## config.mk

```make
export PLATFORM = sky130hd
export DESIGN_NAME = ir_tx_modulator
export DESIGN_NICKNAME = d
export VERILOG_FILES = /design/src/rtl/irtx_pkg.sv /design/src/rtl/irtx_carrier_gen.sv /design/src/rtl/irtx_interval_timer.sv /design/src/rtl/irtx_output_stage.sv /design/src/rtl/ir_tx_modulator.sv
export SDC_FILE = /design/constraint.sdc
export NUM_CORES = 1
export LEC_CHECK = 0
export ABC_CLOCK_PERIOD_IN_PS = 3600
export CORE_MARGIN = 3
export CORE_UTILIZATION = 25
export CTS_BUF_LIST = sky130_fd_sc_hd__clkbuf_16
export CTS_CLUSTER_SIZE = 20
export DETAILED_ROUTE_END_ITERATION = 8
export DONT_BUFFER_PORTS = 1
export PLACE_DENSITY_LB_ADDON = 0.2
export SLEW_MARGIN = 40
export SYNTH_ARGS = -nofsm -noshare
export SYNTH_HDL_FRONTEND = slang
export SYNTH_SLANG_ARGS = --single-unit
```

## constraint.sdc

```tcl
create_clock -name clk -period 3.6 [get_ports clk]
set_input_delay 0.18 -clock clk [delete_from_list [all_inputs] [get_ports clk]]
set_output_delay 0.18 -clock clk [all_outputs]
set_load 0.005 [all_outputs]
```

## src/rtl/irtx_pkg.sv

```systemverilog
package irtx_pkg;
  typedef enum logic [1:0] {
    ENV_OFF_A  = 2'b00,
    ENV_GATED  = 2'b01,
    ENV_FREE   = 2'b10,
    ENV_OFF_B  = 2'b11
  } env_mode_e;

  function automatic logic env_pin_on(input logic [1:0] m);
    return (m == ENV_GATED) || (m == ENV_FREE);
  endfunction

  function automatic logic carrier_free(input logic [1:0] m);
    return (m == ENV_FREE);
  endfunction
endpackage

```

## src/rtl/irtx_carrier_gen.sv

```systemverilog
module irtx_carrier_gen #(
  parameter int CNT_W = 8
) (
  input  logic             clk,
  input  logic             rst,
  input  logic             run,
  input  logic [CNT_W-1:0] high_len,
  input  logic [CNT_W-1:0] low_len,
  output logic             carrier,
  output logic             period_tick
);
  logic [CNT_W-1:0] phase_cnt;
  logic             level;
  logic             high_end;
  logic             low_end;

  assign high_end    = (phase_cnt >= high_len);
  assign low_end     = (phase_cnt >= low_len);
  assign period_tick = run && !level && low_end;
  assign carrier     = level;

  always_ff @(posedge clk) begin
    if (rst || !run) begin
      level     <= 1'b1;
      phase_cnt <= '0;
    end else if (level) begin
      if (high_end) begin
        level     <= 1'b0;
        phase_cnt <= '0;
      end else begin
        phase_cnt <= phase_cnt + 1'b1;
      end
    end else begin
      if (low_end) begin
        level     <= 1'b1;
        phase_cnt <= '0;
      end else begin
        phase_cnt <= phase_cnt + 1'b1;
      end
    end
  end
endmodule

```

## src/rtl/irtx_interval_timer.sv

```systemverilog
module irtx_interval_timer #(
  parameter int IVL_W = 16
) (
  input  logic             clk,
  input  logic             rst,
  input  logic             run,
  input  logic             fast_step,
  input  logic             period_tick,
  input  logic [IVL_W-1:0] reload,
  input  logic             data_in,
  output logic             data_lat,
  output logic             done
);
  logic [IVL_W-1:0] remain;
  logic             primed;
  logic             step;
  logic             at_zero;

  assign step    = fast_step ? 1'b1 : period_tick;
  assign at_zero = (remain == '0);

  always_ff @(posedge clk) begin
    if (rst || !run) begin
      remain   <= '0;
      primed   <= 1'b0;
      data_lat <= 1'b0;
      done     <= 1'b0;
    end else if (!primed) begin
      primed   <= 1'b1;
      remain   <= reload;
      data_lat <= data_in;
      done     <= 1'b0;
    end else begin
      done <= step && at_zero;
      if (step) begin
        if (at_zero) begin
          remain   <= reload;
          data_lat <= data_in;
        end else begin
          remain <= remain - 1'b1;
        end
      end
    end
  end
endmodule

```

## src/rtl/irtx_output_stage.sv

```systemverilog
module irtx_output_stage
  import irtx_pkg::*;
(
  input  logic       clk,
  input  logic       rst,
  input  logic       run,
  input  logic       pol,
  input  logic [1:0] mode,
  input  logic       carrier,
  input  logic       data_lat,
  output logic       tx_q,
  output logic       env_q
);
  logic tx_next;
  logic env_next;
  logic shaped;

  assign shaped = carrier ^ pol;

  always_comb begin
    if (!run) begin
      tx_next  = pol;
      env_next = 1'b0;
    end else begin
      if (carrier_free(mode)) tx_next = shaped;
      else                    tx_next = data_lat ? shaped : pol;
      env_next = env_pin_on(mode) ? (data_lat ^ pol) : 1'b0;
    end
  end

  always_ff @(posedge clk) begin
    if (rst) begin
      tx_q  <= 1'b0;
      env_q <= 1'b0;
    end else begin
      tx_q  <= tx_next;
      env_q <= env_next;
    end
  end
endmodule

```

## src/rtl/ir_tx_modulator.sv

```systemverilog
module ir_tx_modulator #(
  parameter int CNT_W = 8,
  parameter int IVL_W = 16
) (
  input  logic             clk,
  input  logic             rst,
  input  logic             enable,
  input  logic             tx_pol,
  input  logic             tx_data,
  input  logic [1:0]       env_mode,
  input  logic             fast_step,
  input  logic [CNT_W-1:0] car_high,
  input  logic [CNT_W-1:0] car_low,
  input  logic [IVL_W-1:0] interval_len,
  output logic             tx_out,
  output logic             env_out,
  output logic             interval_done
);
  logic carrier;
  logic period_tick;
  logic data_lat;

  irtx_carrier_gen #(.CNT_W(CNT_W)) u_carrier (
    .clk         (clk),
    .rst         (rst),
    .run         (enable),
    .high_len    (car_high),
    .low_len     (car_low),
    .carrier     (carrier),
    .period_tick (period_tick)
  );

  irtx_interval_timer #(.IVL_W(IVL_W)) u_timer (
    .clk         (clk),
    .rst         (rst),
    .run         (enable),
    .fast_step   (fast_step),
    .period_tick (period_tick),
    .reload      (interval_len),
    .data_in     (tx_data),
    .data_lat    (data_lat),
    .done        (interval_done)
  );

  irtx_output_stage u_out (
    .clk      (clk),
    .rst      (rst),
    .run      (enable),
    .pol      (tx_pol),
    .mode     (env_mode),
    .carrier  (carrier),
    .data_lat (data_lat),
    .tx_q     (tx_out),
    .env_q    (env_out)
  );
endmodule

```

# [Yosys cells after proc, flatten, opt, wreduce, memory -nomap -nowiden]
# Index checks and enable logic that the tools add are counted.
[op_classes] n_addsub=2 magnitude_cmp=2 eq_ne=4 mux=17 n_bitwise=5 n_reduce_logical=11
[ops] op="$mux 16" n=3
[ops] op="$mux 8" n=3
[ops] op="$ge 8x8->1" n=2
[ops] op="$logic_not 16->1" n=1
[ops] op="$sub 16x1->16 const B" n=1
[ops] op="$mux 1" n=11
[ops] op="$add 8x1->8 const B" n=1
[ops] op="$ne 2x2->1 const B" n=2
[ops] op="$logic_and 1x1->1" n=3
[ops] op="$not 1->1" n=3
[ops] op="$reduce_or 3->1" n=1
[ops] op="$eq 2x1->1 const B" n=1
[ops] op="$eq 2x2->1 const B" n=1
[ops] op="$logic_not 1->1" n=2
[ops] op="$logic_or 1x1->1" n=2
[ops] op="$reduce_and 2->1" n=1
[ops] op="$reduce_or 2->1" n=1
[ops] op="$xor 1x1->1" n=2
[word_totals] ff_bits=30

# [Logic depth before layout (Yosys ltp)]
[depth] ltp_word=6 ltp_mapped=9

# [Modules after synthesis]
# From an unflattened synthesis, not the netlist that was laid out.
[unflattened] hier_cells=248 area_unflattened_um2=2063.2
[by_module_without_submodules] module="irtx_interval_timer" n_inst=1 cells_each=151 area_each_um2=1178.6 seq_area_each_um2=380.4
[by_module_without_submodules] module="irtx_carrier_gen" n_inst=1 cells_each=87 area_each_um2=765.7 seq_area_each_um2=180.2
[by_module_without_submodules] module="irtx_output_stage" n_inst=1 cells_each=10 area_each_um2=118.9 seq_area_each_um2=40.0

# [Worst setup path before layout]
# No wires, ideal clock.
[synth_timing] path_kind="register -> register" startpoint="register u_carrier.phase_cnt[0]" endpoint="register u_timer.remain[11]" setup_time_ns=0.137 t_arrival_ns=2.332 t_required_ns=3.463 slack_ns=1.130 stages_incl_launch_ff=9 n_path_buf=1 path_cell_list="dfxtp_1 inv_1 ha_1 nand2b_1 a2111oi_1 nor3_1 nor3_1 buf_2 o32ai_2"
[synth_via] elab_chain_cells=4
[synth_rtl] element="start: declaration" line_no="irtx_carrier_gen.sv:12" source="logic [CNT_W-1:0] phase_cnt;"
[synth_rtl] element="start signal: assignment" line_no="irtx_carrier_gen.sv:31" source="phase_cnt <= phase_cnt + 1'b1;"
[synth_rtl] element="start signal: assignment" line_no="irtx_carrier_gen.sv:38" source="phase_cnt <= phase_cnt + 1'b1;"
[synth_rtl] element="$ge 8x8->1" line_no="irtx_carrier_gen.sv:18" source="assign low_end = (phase_cnt >= low_len);"
[synth_rtl] element="$logic_and 1x1->1" line_no="irtx_carrier_gen.sv:19" source="assign period_tick = run && !level && low_end;"
[synth_rtl] element="$mux 1" line_no="irtx_interval_timer.sv:19" source="assign step = fast_step ? 1'b1 : period_tick;"
[synth_rtl] element="$ne 2x2->1 (no line)"
[synth_rtl] element="end signal: assignment" line_no="irtx_interval_timer.sv:30" source="remain <= reload;"
[synth_rtl] element="end signal: assignment" line_no="irtx_interval_timer.sv:37" source="remain <= reload;"
[synth_rtl] element="end signal: assignment" line_no="irtx_interval_timer.sv:40" source="remain <= remain - 1'b1;"
[synth_rtl] element="end: declaration" line_no="irtx_interval_timer.sv:14" source="logic [IVL_W-1:0] remain;"
# No other way between the ends.
# A chain may end at the register's enable or synchronous reset.

# [Worst setup path after layout]
[layout_timing] startpoint="register u_carrier.phase_cnt[0]" endpoint="register u_timer.remain[0]"
# Same word-level chain as after synthesis.

==> impl_metrics.ini <==
[status]
status = completed

[timing]
setup_viol = 0
fmaxAchievable_mhz = 394
worst_slew_pin_slew_ns = 0.805
relSlewSlack_pct = 46.1
tns_ns = 0
fin_crit_sh_pct = 70.5
hold_viol_final = 0
drv_slew = 0
min_period_ns = 2.54
clock-skew-final_ns = 0.00627
grt_setup_unrepaired = false

[cts]
cts_buffer_depth = 2
cts_root_buf = clkbuf_16
path_clk_slew_ns = 0.05
clock-sinks = 30
clock_latency_ns = 0.27
cts_tree = yes
cts_max_level = 2
cts_buffers = 5

[power]
power_leakage_nw = 0.943
p_per_area_nw_per_um2 = 390
p_int_uw = 679
switchingPower_uw = 282
p_seq_share_pct = 38.0
power_frac_clock_pct = 41.4
p_comb_share_pct = 20.6
swShare_pct = 29.4
ir_worst_vdd_uv = 160

[yosys]
netlist_area_um2 = 2240
ys_async_sr_fraction_pct = 0
synthDistinctLibCells = 49
avgSynthCellArea_um2 = 8.25
synth_edf_count = 0
synth_warnings = 0
ys.flop_type = dfxtp_1
syn-num-nets = 332
synthCells = 272
postSynthRegisterBits = 30
ys_seq_area_share_pct = 26.8

[global_route]
grt_pass1_vias = 1929
antenna_found_initial = 0
grt_max_degree = 30
gr-total-overflow = 0
grtUsageTotal_pct = 12.6
grt_pass1_wl_mm = 10.1

[route]
drt-pass1-iter-count = 5
drtIter0Drc = 75
drcViolationCount = 0
via_count = 1976
ant_nets = 0
via_per_inst = 5.28
wire_per_inst_um = 16.4
drt_wl_total_mm = 6.15

[final_layout]
antenna_cells = 0
fin_util_pct = 29.1
drive_gt1_share_pct = 9.29
syn2layout_area_growth_pct = 9.70
final_nets = 328
fillers = 908

[worst_setup_path]
critical_path_class = reg -> reg
cp_max_fo = 14
end_kind = flop
worstPathArrival_ns = 2.70
required_ns = 3.76
cp-start-kind = flop

[floorplan]
core_area_um2 = 8460
die_y_um = 101
io_pins = 43
die-area_um2 = 10200
chipWidth_um = 101
rows = 33
start_util_pct = 26.5

[placement]
io_buffers = 0
hpwl_mm = 4.43
gp_congestion = 0.797

[hold_path]
min_path_type = in -> reg

[job]
drv_cap = 0
==> power groups by stage <==
stage	logic (mW)	registers (mW)	clock network, mW
after CTS	0.199	0.365	0.409
after global routing	0.222	0.368	0.425
after global placement	0.200	0.372	0
final	0.198	0.365	0.398
after detailed placement	0.198	0.372	0
after floorplan	0.164	0.365	0
==> registers in the layout, summed over array words and instances, names as in the netlist <==
| register | flops |
|---|---|
| u_timer.data_lat | 1 |
| u_out.tx_q | 1 |
| u_timer.primed | 1 |
| u_carrier.carrier | 1 |
| u_timer.done | 1 |
| u_out.env_q | 1 |
| u_carrier.phase_cnt | 8 |
| u_timer.remain | 16 |
==> routing by layer <==
layer	GRT usage (%)	wire [um]	up-vias
met5	0	0	-
met3	4.84	508	6
li1	-	-	1022
met1	17.2	2930	884
met2	18.4	2650	64
met4	3.83	68	0
==> cells by family (layout without fill, tap and decap cells) <==
| group | count (synthesis) | in the layout | synth area share [%] |
|---|---|---|---|
| compound gates | 78 | 78 | 27.3 |
| simple gates | 96 | 96 | 22.6 |
| buf+inv | 39 | 36 | 8.58 |
| flops | 30 | 30 | 26.8 |
| mux | 1 | 1 | 0.446 |
| fa+ha+maj | 20 | 20 | 11.1 |
| xor+xnor | 8 | 8 | 3.12 |
==> critical path, stage by stage, from the launching register on <==
cell       delay, ns
dfxtp_1         0.37
inv_1           0.08
ha_1            0.26
nand2b_1        0.14
a2111oi_1       0.58
or3_1           0.54
a32oi_1         0.18
o221a_1         0.27
==> placed cells by master (no fill, tap or decap), types with 6 or more instances in the layout <==
master    Yosys  routed
a211oi_1      9       9
a21oi_1      17      17
a31oi_1      15      15
buf_4         0       6
dfxtp_1      30      30
ha_1         20      20
inv_1        21      22
nand2_1      23      23
nand3_1       8       8
nor2_1       19      19
nor3_1       10       9
nor4_1        8       8
o32ai_1       9       9
==> area by class of cell <==
| class | count | area (um2) | area share [%] |
|---|---|---|---|
| Clock buffer | 5 | 125 | 5.08 |
| Clock inverter | 3 | 12.5 | 0.508 |
| Inverter | 21 | 78.8 | 3.20 |
| Multi-Input combinational cell | 203 | 1460 | 59.2 |
| Sequential cell | 30 | 601 | 24.4 |
| Tap cell | 105 | 131 | 5.34 |
| Timing Repair Buffer | 7 | 55.1 | 2.24 |
==> synth_stat cells, types with 5 or more instances <==
library cell	instances	share of area, %
dfxtp_1	30	27
nand2_1	23	3.8
inv_1	21	3.5
ha_1	20	11
nor2_1	19	3.2
a21oi_1	17	3.8
a31oi_1	15	4.2
clkbuf_1	10	1.7
nor3_1	10	2.2
a211oi_1	9	3.0
o32ai_1	9	3.5
nand3_1	8	1.8
nor4_1	8	2.2
buf_6	6	3.0
o32ai_2	5	3.6
xor2_1	5	2.0
==> metrics by stage <==
stage	instances	hold slack, ns	cell area, um2	total power, mW	setup slack (ns)
after floorplan	272	0.252	2240	0.529	1.13
after global placement	365	0.255	2310	0.572	1.14
after detailed placement	365	0.256	2310	0.569	1.07
after CTS	374	0.0324	2460	0.972	1.06
after global routing	374	0.0584	2460	1.02	0.837
final	374	0.0382	2460	0.961	1.06
==> final timing paths <==
check,from,endpoint,slack (ns),cells past startpoint
max,u_carrier.phase_cnt[0]$_SDFF_PN0_,u_timer.remain[0]$_SDFFE_PN0P_,1.06,7
min,tx_data,u_timer.data_lat$_SDFFE_PN0P_,0.04,2
max reg2reg,u_carrier.phase_cnt[0]$_SDFF_PN0_,u_timer.remain[0]$_SDFFE_PN0P_,1.06,7
min reg2reg,u_timer.remain[6]$_SDFFE_PN0P_,u_timer.remain[6]$_SDFFE_PN0P_,0.48,2
==> what timing repair did <==
item	4_1_cts	5_1_grt
hold buffers	1	0
buffers inserted	0	0
hold endpoints to repair	1	0
resized for setup	0	0
No activity file was read; power rests on OpenSTA's default activity.
